[src/rtl/cmp_wake_pkg.sv]
package cmp_wake_pkg;

  typedef enum logic [1:0] {
    MODE_CMP_A = 2'b00,
    MODE_CMP_B = 2'b01,
    MODE_CMP_C = 2'b10,
    MODE_OPAMP = 2'b11
  } cmp_mode_e;

  function automatic logic mode_is_comparator(input logic [1:0] m);
    return m != MODE_OPAMP;
  endfunction

endpackage

[src/rtl/cmp_sync.sv]
// Multi-stage synchroniser for one asynchronous level.
// The chain is not reset, so it keeps sampling during reset
// and holds the true level when reset is released.
module cmp_sync #(
  parameter int STAGES = 2
) (
  input  logic clk,
  input  logic din,
  output logic dout
);

  logic [STAGES-1:0] chain;

  always_ff @(posedge clk) begin
    chain <= {chain[STAGES-2:0], din};
  end

  assign dout = chain[STAGES-1];

endmodule

[src/rtl/cmp_change_flag.sv]
// Change detector and sticky event flag.
module cmp_change_flag (
  input  logic clk,
  input  logic rst,
  input  logic lvl,
  input  logic cmp_sel,
  input  logic clr,
  output logic chg,
  output logic flag
);

  logic lvl_d;

  // Delayed copy follows the level in every state (reset and
  // op-amp included), so it never lags when detection resumes.
  always_ff @(posedge clk) begin
    lvl_d <= lvl;
  end

  assign chg = cmp_sel & ~rst & (lvl ^ lvl_d);

  // Set takes priority over the software clear.
  always_ff @(posedge clk) begin
    if (rst)      flag <= 1'b0;
    else if (chg) flag <= 1'b1;
    else if (clr) flag <= 1'b0;
  end

  assert_set_on_change_R2: assert property (@(posedge clk) disable iff (rst)
    chg |=> flag);

  assert_sticky_R3: assert property (@(posedge clk) disable iff (rst)
    flag && !clr |=> flag);

  assert_clear_R3: assert property (@(posedge clk) disable iff (rst)
    flag && clr && !chg |=> !flag);

  assert_set_wins_R4: assert property (@(posedge clk) disable iff (rst)
    chg && clr |=> flag);

  assert_opamp_no_set_R5: assert property (@(posedge clk) disable iff (rst)
    !cmp_sel && !flag |=> !flag);

endmodule

[src/rtl/cmp_req_gen.sv]
// Registered request generation from the flag and the enables.
module cmp_req_gen (
  input  logic clk,
  input  logic rst,
  input  logic flag,
  input  logic cmp_sel,
  input  logic int_en,
  input  logic wake_en,
  input  logic gie,
  input  logic sleep,
  output logic irq,
  output logic wake,
  output logic vector_take
);

  logic live;
  logic irq_ok;

  assign live   = flag & cmp_sel;
  assign irq_ok = live & int_en & gie;

  always_ff @(posedge clk) begin
    if (rst) begin
      irq         <= 1'b0;
      wake        <= 1'b0;
      vector_take <= 1'b0;
    end else begin
      irq         <= irq_ok;
      wake        <= live & wake_en & sleep;
      vector_take <= irq_ok & ~sleep;
    end
  end

  assert_opamp_silent_R5: assert property (@(posedge clk) disable iff (rst)
    !cmp_sel |=> !irq && !wake && !vector_take);

  assert_irq_needs_enables_R6: assert property (@(posedge clk) disable iff (rst)
    !(int_en && gie) |=> !irq);

  assert_wake_needs_sleep_R7: assert property (@(posedge clk) disable iff (rst)
    !(sleep && wake_en) |=> !wake);

  assert_no_vector_asleep_R8: assert property (@(posedge clk) disable iff (rst)
    sleep |=> !vector_take);

endmodule

[src/rtl/cmp_wake_ctrl.sv]
module cmp_wake_ctrl
  import cmp_wake_pkg::*;
#(
  parameter int              SYNC_STAGES = 2,
  parameter int              VEC_W       = 12,
  parameter logic [VEC_W-1:0] VEC_ADDR   = 12'h00F
) (
  input  logic             clk,
  input  logic             rst,
  input  logic             cmp_async,
  input  logic [1:0]       mode,
  input  logic             int_en,
  input  logic             wake_en,
  input  logic             gie,
  input  logic             sleep,
  input  logic             flag_clr,
  output logic             cmpout,
  output logic             flag,
  output logic             irq,
  output logic             wake,
  output logic             vector_take,
  output logic [VEC_W-1:0] vec_addr
);

  logic lvl_sync;
  logic cmp_sel;
  logic chg;

  assign cmp_sel = mode_is_comparator(mode);

  cmp_sync #(.STAGES(SYNC_STAGES)) u_sync (
    .clk  (clk),
    .din  (cmp_async),
    .dout (lvl_sync)
  );

  cmp_change_flag u_flag (
    .clk     (clk),
    .rst     (rst),
    .lvl     (lvl_sync),
    .cmp_sel (cmp_sel),
    .clr     (flag_clr),
    .chg     (chg),
    .flag    (flag)
  );

  cmp_req_gen u_req (
    .clk         (clk),
    .rst         (rst),
    .flag        (flag),
    .cmp_sel     (cmp_sel),
    .int_en      (int_en),
    .wake_en     (wake_en),
    .gie         (gie),
    .sleep       (sleep),
    .irq         (irq),
    .wake        (wake),
    .vector_take (vector_take)
  );

  assign cmpout   = lvl_sync;
  assign vec_addr = VEC_ADDR;

  assert_vector_implies_irq_R8: assert property (@(posedge clk) disable iff (rst)
    vector_take |-> irq);

  assert_change_only_in_cmp_R5: assert property (@(posedge clk) disable iff (rst)
    (mode == MODE_OPAMP) |-> !chg);

endmodule

[config.mk]
export PLATFORM = sky130hd
export DESIGN_NAME = cmp_wake_ctrl
export DESIGN_NICKNAME = d
export VERILOG_FILES = /design/src/rtl/cmp_wake_pkg.sv /design/src/rtl/cmp_sync.sv /design/src/rtl/cmp_change_flag.sv /design/src/rtl/cmp_req_gen.sv /design/src/rtl/cmp_wake_ctrl.sv
export SDC_FILE = /design/constraint.sdc
export NUM_CORES = 1
export LEC_CHECK = 0
export ABC_AREA = 1
export BUFFER_PORTS_ARGS = -buffer_cell sky130_fd_sc_hd__clkbuf_2
export CAP_MARGIN = 15
export CORE_MARGIN = 5
export CORE_UTILIZATION = 25
export CTS_CLUSTER_SIZE = 10
export DETAILED_ROUTE_END_ITERATION = 7
export PLACE_DENSITY = 0.54
export SYNTH_ARGS = -nofsm -noshare
export SYNTH_HDL_FRONTEND = slang
export SYNTH_HIERARCHICAL = 1
export SYNTH_SLANG_ARGS = --single-unit
[constraint.sdc]
create_clock -name clk -period 1.54 [get_ports clk]
set_input_delay 0.154 -clock clk [delete_from_list [all_inputs] [get_ports clk]]
set_output_delay 0.154 -clock clk [all_outputs]
set_load 0.02 [all_outputs]
==> results of run 1 <==
## worst paths after layout
path | startpoint | end | slack (ps) | depth (start not counted)
worst max-delay path | u_flag/flag | flag | 610 | 1
worst max register to register | u_flag/flag | u_req/vector_take | 810 | 4
worst min-delay path | cmp_async | u_sync/chain[0] | 10 | 1
worst min register to register | u_sync/chain[0] | u_sync/chain[1] | 320 | 0
## per-layer routing
metal	track usage	vias up
met5	0	-
met4	0.0682	0
met3	0.0352	0
met2	0.0714	12
met1	0.0440	102
li1	-	129
## layout make-up
type | instances | share of cell area
flip-flops and latches | 7 | 0.358
repair buffers | 14 | 0.179
well taps | 15 | 0.0479
multi-input cells | 26 | 0.291
clock buffers | 4 | 0.0671
inverters | 6 | 0.0575
## metrics by stage
| stage | util | hold WS (ps) |
|---|---|---|
| 2_1_floorplan | - | 182 |
| 3_3_place_gp | 0.288 | 257 |
| 3_5_place_dp | 0.288 | 258 |
| 4_1_cts | 0.309 | 0.895 |
| 5_1_grt | 0.309 | 7.02 |
| 6_report | 0.309 | 12.1 |
## power by group through the flow
| stage | Clock, mW | Combinational, mW | Sequential, mW |
|---|---|---|---|
| after CTS | 0.170 | 0.0633 | 0.194 |
| final | 0.159 | 0.0634 | 0.194 |
| after floorplan | 0 | 0.0613 | 0.203 |
| after global placement | 0 | 0.0627 | 0.197 |
| after global routing | 0.178 | 0.0708 | 0.194 |
| after detailed placement | 0 | 0.0632 | 0.197 |
## cell usage in the layout (no fill, tap or decap), drive strengths merged
master	count
nand3b	1
nor3	1
nor2	3
conb	12
nand3	1
clkbuf	18
dfxtp	7
nand2	8
inv	6
## registers in the layout (all words and copies together) (netlist names)
| name | flops |
|---|---|
| u_req/wake | 1 |
| u_flag/lvl_d | 1 |
| u_req/irq | 1 |
| u_req/vector_take | 1 |
| u_flag/flag | 1 |
| u_sync/chain | 2 |
==> out/metrics.csv, run 1 <==
stage;metric;value;unit
outcome;status;complete, no violations;
pwr;switching share of power;0.267;
critical_path;kind of critical path;reg -> out;
layout;diode count;0;
run;Max-cap violations;0;
critical_path;cells along the critical path;clkbuf_2;
detailed_routing;Post-DRT Antenna Nets;0;
die;# rows;13;
global_route;GRT overflow;0;
global_route;vias in the first global route;200;
placement;placed cells;68;
detailed_routing;Vias per Instance;3.38;
detailed_routing;Pre-antenna DRT Iters;2;
timing;Pins Over Slew Limit;0;
placement;DPL Wire Length;458;um
layout;Reg area;140;um2
timing;post-layout min period;932;ps
timing;Setup violations, final;0;
pwr;Comb pwr share;0.152;
timing;TNS Setup;0;ps
detailed_routing;met2 wire length;266;um
timing;Final Skew;3.92;ps
layout;final instance area;392;um2
pwr;Sequential Power Share;0.465;
critical_path;CP max FO;3;
pwr;leak pwr;0.243;nW
die;die height;46.3;um
cts;depth of the CTS H-tree;1;
pwr;Power Total;0.416;mW
critical_path;Worst EP required;1390;ps
timing;endpoints failing hold;0;
detailed_routing;DRC;0;
global_route;largest net degree at the start of global routing;5;
timing;fmax;1070;MHz
detailed_routing;via count;243;
synth;Syn Inst Count;41;
cts;Post-CTS Setup Bufs;0;
critical_path;CP Launch Type;register;
layout;fraction of layout cells with a size suffix above 1;0.351;
synth;yosys warns;6;
layout;nets;68;
synth;mapped cell area;329;um2
synth;Synth Area per Inst;8.03;um2
layout;area of the multi-input gates;114;um2
hold_path;HP Class;in -> reg;
critical_path;CP bufs+invs;1;
critical_path;Top delay family on crit path;flip-flops;
critical_path;CP Data Arrival Time;780;ps
pwr;PD cells;1060;nW/um2
detailed_routing;DR WL met3;65;um
layout;Synth-to-Final Area Change;19.0;%
placement;Place WS;824;ps
detailed_routing;Wirelength per Cell;6.97;um
cts;clk sinks;7;
detailed_routing;routed wire length;502;um
critical_path;CP max stage delay;350;ps
cts;Worst-Skew Late Latency;240;ps
pwr;NetSw;0.111;mW
layout;Post-Layout Cell Count;72;
placement;PortBufs;14;
cts;clock-pin slew of the registers on the worst-case setup and hold paths;50;ps
die;core area;1270;um2
die;IO Count;27;
detailed_routing;wire length on met1;169;um
global_route;initial antenna violation count;0;
cts;post_cts resized;0;
critical_path;Setup crit end kind;output port;
cts;CTS Hold Bufs;0;
global_route;GRT Overall Usage;0.0523;
cts;Clock Tree Buf Depth;2;
placement;dpl cell area;365;um2
critical_path;CP max stage cell;dfxtp_1;
timing;RSZ-0062 raised after global routing;false;
detailed_routing;First DRT Iteration DRCs;2;
pwr;Int Power;0.305;mW
placement;gpl congestion;0.638;
timing;fin crit share;0.605;
pwr;Clk network pwr share;0.383;
global_route;first-pass GRT wire length;696;um
die;Die W;46.3;um
layout;filler cell count;156;
timing;setup slack after layout;608;ps
die;Die Footprint;2140;um2
cts;CTS tree;built;
die;Initial Utilization;0.259;
detailed_routing;top routing layer in use;met3;
pwr;Peak VDD IR;0.393;mV
cts;Root Driver;clkbuf_4;
cts;total CTS buffers;3;
No activity file was read; power rests on OpenSTA's default activity.
==> run 2: changes to the inputs <==
ABC_AREA = 0   (was 1)
CORE_AREA = 5 5 42 44   (was unset)
CORE_MARGIN = unset   (was 5)
CORE_UTILIZATION = unset   (was 25)
DIE_AREA = 0 0 47 49   (was unset)
PLACE_DENSITY = 0.51   (was 0.54)
clock period = 0.88 ns   (was 1.54 ns; I/O delays follow)
==> out/metrics.csv, run 2 <==
stage;metric;value;unit;change
outcome;status;complete, no violations;;unchanged
critical_path;Top delay family on crit path;flip-flops;;unchanged
critical_path;CP max FO;3;;unchanged
pwr;Power Total;0.731;mW;was 0.416 mW
critical_path;kind of critical path;reg -> out;;unchanged
detailed_routing;First DRT Iteration DRCs;0;;was 2
detailed_routing;routed wire length;518;um;was 502 um
placement;dpl cell area;340;um2;was 365 um2
global_route;vias in the first global route;172;;was 200
die;core area;1400;um2;was 1270 um2
global_route;initial antenna violation count;0;;unchanged
timing;fin crit share;0.950;;
layout;Reg area;141;um2;was 140 um2
die;die height;49;um;was 46.3 um
timing;TNS Setup;0;ps;unchanged
layout;area of the multi-input gates;106;um2;was 114 um2
detailed_routing;Post-DRT Antenna Nets;0;;unchanged
critical_path;CP Data Arrival Time;750;ps;was 780 ps
timing;Final Skew;5.51;ps;was 3.92 ps
timing;RSZ-0062 raised after global routing;false;;unchanged
die;Die Footprint;2300;um2;was 2140 um2
synth;Syn Inst Count;30;;was 41
layout;max FFs per register;2;;unchanged
cts;Worst-Skew Late Latency;240;ps;about the same
cts;Post-CTS Setup Bufs;0;;unchanged
timing;post-layout min period;836;ps;
run;Max-cap violations;0;;unchanged
pwr;Peak VDD IR;0.908;mV;was 0.393 mV
layout;Largest Register;u_sync/chain;;unchanged
timing;Setup violations, final;0;;unchanged
die;Die W;47;um;was 46.3 um
cts;CTS tree;built;;unchanged
detailed_routing;DRC;0;;unchanged
detailed_routing;Wirelength per Cell;8.22;um;was 6.97 um
layout;diode count;0;;unchanged
global_route;first-pass GRT wire length;690;um;was 696 um
layout;fraction of layout cells with a size suffix above 1;0.426;;was 0.351
layout;final instance area;383;um2;was 392 um2
critical_path;Worst EP required;790;ps;was 1390 ps
cts;Clock Tree Buf Depth;2;;unchanged
placement;placed cells;58;;was 68
timing;endpoints failing hold;0;;unchanged
global_route;largest net degree at the start of global routing;5;;unchanged
timing;fmax;1200;MHz;
layout;nets;58;;was 68
critical_path;cells along the critical path;clkbuf_4;;was clkbuf_2
die;Initial Utilization;0.216;;was 0.259
cts;Root Driver;clkbuf_4;;unchanged
critical_path;CP max stage cell;dfxtp_2;;was dfxtp_1
critical_path;CP Launch Type;register;;unchanged
layout;filler cell count;169;;was 156
synth;Synth Area per Inst;10.1;um2;was 8.03 um2
critical_path;CP max stage delay;340;ps;was 350 ps
critical_path;CP bufs+invs;1;;unchanged
die;# rows;14;;was 13
cts;clock-pin slew of the registers on the worst-case setup and hold paths;50;ps;about the same
detailed_routing;Pre-antenna DRT Iters;1;;was 2
synth;mapped cell area;303;um2;was 329 um2
global_route;GRT Overall Usage;0.0487;;was 0.0523
cts;clk sinks;7;;unchanged
layout;commonest non-fill, non-tap cells in the layout;conb_1 (12), clkbuf_2 (12), dfxtp_1 (6);;was clkbuf_2 (14), conb_1 (12), nand2_1 (8)
layout;Post-Layout Cell Count;63;;was 72
pwr;PD cells;1910;nW/um2;was 1060 nW/um2
die;IO Count;27;;unchanged
global_route;GRT overflow;0;;unchanged
detailed_routing;Vias per Instance;3.29;;was 3.38
critical_path;Setup crit end kind;output port;;unchanged
placement;DPL Wire Length;443;um;was 458 um
placement;gpl congestion;0.559;;was 0.638
pwr;leak pwr;0.212;nW;was 0.243 nW
synth;yosys warns;6;;unchanged
placement;PortBufs;14;;unchanged
cts;total CTS buffers;3;;unchanged
hold_path;HP Class;in -> reg;;unchanged
timing;Pins Over Slew Limit;0;;unchanged
cts;depth of the CTS H-tree;1;;unchanged
layout;Synth-to-Final Area Change;26.4;%;was 19.0%
detailed_routing;via count;207;;was 243
## run 2: through the flow
| stage | setup WS, ps | util | hold slack [ps] |
|---|---|---|---|
| final | 44.3 | 0.273 | 33.1 |
| after global routing | 1.04 | 0.273 | 24.3 |
| after CTS | 15.3 | 0.271 | 25.9 |
| after detailed placement | 70.5 | 0.243 | 195 |
| after global placement | 93.0 | 0.243 | 193 |
| after floorplan | 19.3 | - | 116 |
## run 2: power breakdown
part           total [mW]  internal (mW)  switching (mW)
clock network       0.281          0.172           0.108
logic               0.111         0.0373          0.0733
registers           0.340          0.332         0.00723
## run 2: cell type report
class	instances	area share
tap	16	0.0523
multi-input combinational	20	0.278
inverter	1	0.00980
clock buffer	4	0.0686
sequential	7	0.369
timing repair buffer	15	0.222
## run 2: what timing repair did
item / 4_1_cts / 5_1_grt
endpoints found under the hold margin: 1 / 0
gates resized for setup: 2 / 2
setup endpoints to repair: 1 / 1
hold buffers: 1 / 0
## run 2: metal layers
layer,wire length (um),global-route usage
met4,0,0.0415
met2,252,0.0588
met1,178,0.0420
met5,0,0
met3,88,0.0554
## run 2: final timing paths
path / start / endpoint / slack [ps] / cells past startpoint
worst min-delay path: flag_clr / u_flag/flag / 30 / 2
worst max-delay path: u_sync/chain[1] / cmpout / 40 / 1
worst max register to register: u_flag/flag / u_req/wake / 80 / 2
worst min register to register: u_sync/chain[0] / u_sync/chain[1] / 330 / 0
==> run 3: changes to the inputs <==
CORE_AREA = 3 3 40 42   (was 5 5 42 44)
DIE_AREA = 0 0 43 45   (was 0 0 47 49)
RECOVER_POWER = 25   (was unset)
==> out/metrics.csv, run 3 (same netlist as run 2, synthesis figures left out) <==
stage;metric;value;unit;change
cts;CTS tree;built;;unchanged
critical_path;cells along the critical path;clkbuf_8;;was clkbuf_4
outcome;status;complete, no violations;;unchanged
placement;placed cells;57;;was 58
detailed_routing;Post-DRT Antenna Nets;0;;unchanged
layout;Synth-to-Final Area Change;28.1;%;was 26.4%
layout;Largest Register;u_sync/chain;;unchanged
detailed_routing;Wirelength per Cell;7.52;um;was 8.22 um
critical_path;kind of critical path;reg -> out;;unchanged
hold_path;hold path endpoint;u_flag/flag;;unchanged
critical_path;CP max FO;3;;unchanged
layout;fraction of layout cells with a size suffix above 1;0.426;;unchanged
pwr;leak pwr;0.215;nW;was 0.212 nW
detailed_routing;routed wire length;466;um;was 518 um
placement;PortBufs;14;;unchanged
pwr;Peak VDD IR;0.883;mV;was 0.908 mV
detailed_routing;Vias per Instance;3.45;;was 3.29
placement;DPL Wire Length;404;um;was 443 um
detailed_routing;Pre-antenna DRT Iters;1;;unchanged
critical_path;R2R Setup Slk;80;ps;about the same
global_route;GRT Overall Usage;0.0527;;was 0.0487
layout;diode count;0;;unchanged
cts;depth of the CTS H-tree;1;;unchanged
layout;nets;58;;unchanged
pwr;Power Total;0.729;mW;was 0.731 mW
critical_path;Setup crit end kind;output port;;unchanged
critical_path;CP Launch Type;register;;unchanged
global_route;vias in the first global route;194;;was 172
hold_path;Worst Min Path Start;flag_clr;;unchanged
global_route;GRT overflow;0;;unchanged
cts;Worst-Skew Late Latency;240;ps;about the same
critical_path;CP max stage cell;dfxtp_2;;unchanged
global_route;initial antenna violation count;0;;unchanged
critical_path;Top delay family on crit path;flip-flops;;unchanged
global_route;largest net degree at the start of global routing;5;;unchanged
timing;TNS Setup;0;ps;unchanged
die;Die Footprint;1940;um2;was 2300 um2
timing;RSZ-0062 raised after global routing;false;;unchanged
global_route;first-pass GRT wire length;669;um;was 690 um
timing;Final Skew;0.802;ps;was 5.51 ps
die;Initial Utilization;0.236;;was 0.216
cts;clock-pin slew of the registers on the worst-case setup and hold paths;50;ps;about the same
critical_path;worst r2r dst;u_req/wake;;unchanged
timing;endpoints failing hold;0;;unchanged
timing;fin crit share;0.932;;was 0.950
layout;commonest non-fill, non-tap cells in the layout;conb_1 (12), clkbuf_2 (12), dfxtp_1 (6);;unchanged
die;core area;1280;um2;was 1400 um2
critical_path;Worst Reg2Reg Path Length in Cells;2;;unchanged
critical_path;Worst EP required;790;ps;about the same
die;die height;45;um;was 49 um
die;IO Count;27;;unchanged
layout;max FFs per register;2;;unchanged
cts;total CTS buffers;3;;unchanged
detailed_routing;DRC;0;;unchanged
cts;Root Driver;clkbuf_4;;unchanged
placement;gpl congestion;0.520;;was 0.559
pwr;PD cells;1880;nW/um2;was 1910 nW/um2
detailed_routing;First DRT Iteration DRCs;0;;unchanged
run;Max-cap violations;0;;unchanged
timing;Pins Over Slew Limit;0;;unchanged
layout;filler cell count;152;;was 169
critical_path;CP Data Arrival Time;730;ps;was 750 ps
cts;clk sinks;7;;unchanged
detailed_routing;via count;214;;was 207
hold_path;HP Class;in -> reg;;unchanged
timing;post-layout min period;820;ps;was 836 ps
timing;Setup violations, final;0;;unchanged
critical_path;r2r startpoint;u_flag/flag;;unchanged
timing;fmax;1220;MHz;was 1200 MHz
hold_path;hold path depth;2;;unchanged
die;Die W;43;um;was 47 um
cts;Clock Tree Buf Depth;2;;unchanged
critical_path;Critical Path Start;u_sync/chain[1];;unchanged
die;# rows;13;;was 14
timing;hold_ws;33.9;ps;was 33.1 ps
layout;Post-Layout Cell Count;62;;was 63
cts;Post-CTS Setup Bufs;0;;unchanged
critical_path;CP max stage delay;340;ps;about the same
critical_path;CP bufs+invs;1;;unchanged
run 3: layout make-up:
cell class,count,area [um2],area share
flip-flops and latches,7,141,0.365
multi-input cells,20,106,0.274
repair buffers,15,91.3,0.235
clock buffers,4,26.3,0.0677
well taps,15,18.8,0.0484
inverters,1,3.75,0.00968
run 3: per-stage QoR:
step | utilization | setup slack (ps) | cell area [um2]
4_1_cts | 0.300 | 16.6 | 385
6_report | 0.302 | 59.8 | 388
2_1_floorplan | - | 19.3 | 340
5_1_grt | 0.302 | 3.59 | 388
3_5_place_dp | 0.264 | 72.6 | 339
3_3_place_gp | 0.264 | 95.9 | 339
run 3: where the power goes:
part | switching (mW) | leakage (nW) | internal [mW]
clock | 0.104 | 0.0150 | 0.172
sequential | 0.00711 | 0.0579 | 0.333
combinational | 0.0735 | 0.142 | 0.0397
total | 0.185 | 0.215 | 0.544
run 3: worst max-delay path by stage:
| stage | slack [ps] | cells past startpoint | end |
|---|---|---|---|
| 2_1_floorplan | 20 | 2 | u_req/irq |
| 5_1_grt | 4 | 1 | flag |
| 4_1_cts | 20 | 1 | flag |
| 6_report | 60 | 1 | cmpout |
| 3_5_place_dp | 70 | 2 | u_req/irq |
| 3_3_place_gp | 100 | 2 | u_req/irq |
run 3: per-layer routing:
| layer | share of wire | wire length (um) | GRT usage |
|---|---|---|---|
| met5 | 0 | 0 | 0 |
| met4 | 0 | 0 | 0.0181 |
| met3 | 0.19 | 87 | 0.0677 |
| met2 | 0.50 | 232 | 0.0808 |
| met1 | 0.31 | 146 | 0.0390 |
run 3: what timing repair did:
item	4_1_cts	5_1_grt
gates resized for setup	3	2
hold buffers	1	0
endpoints found under the setup margin	1	1
endpoints found under the hold margin	1	0
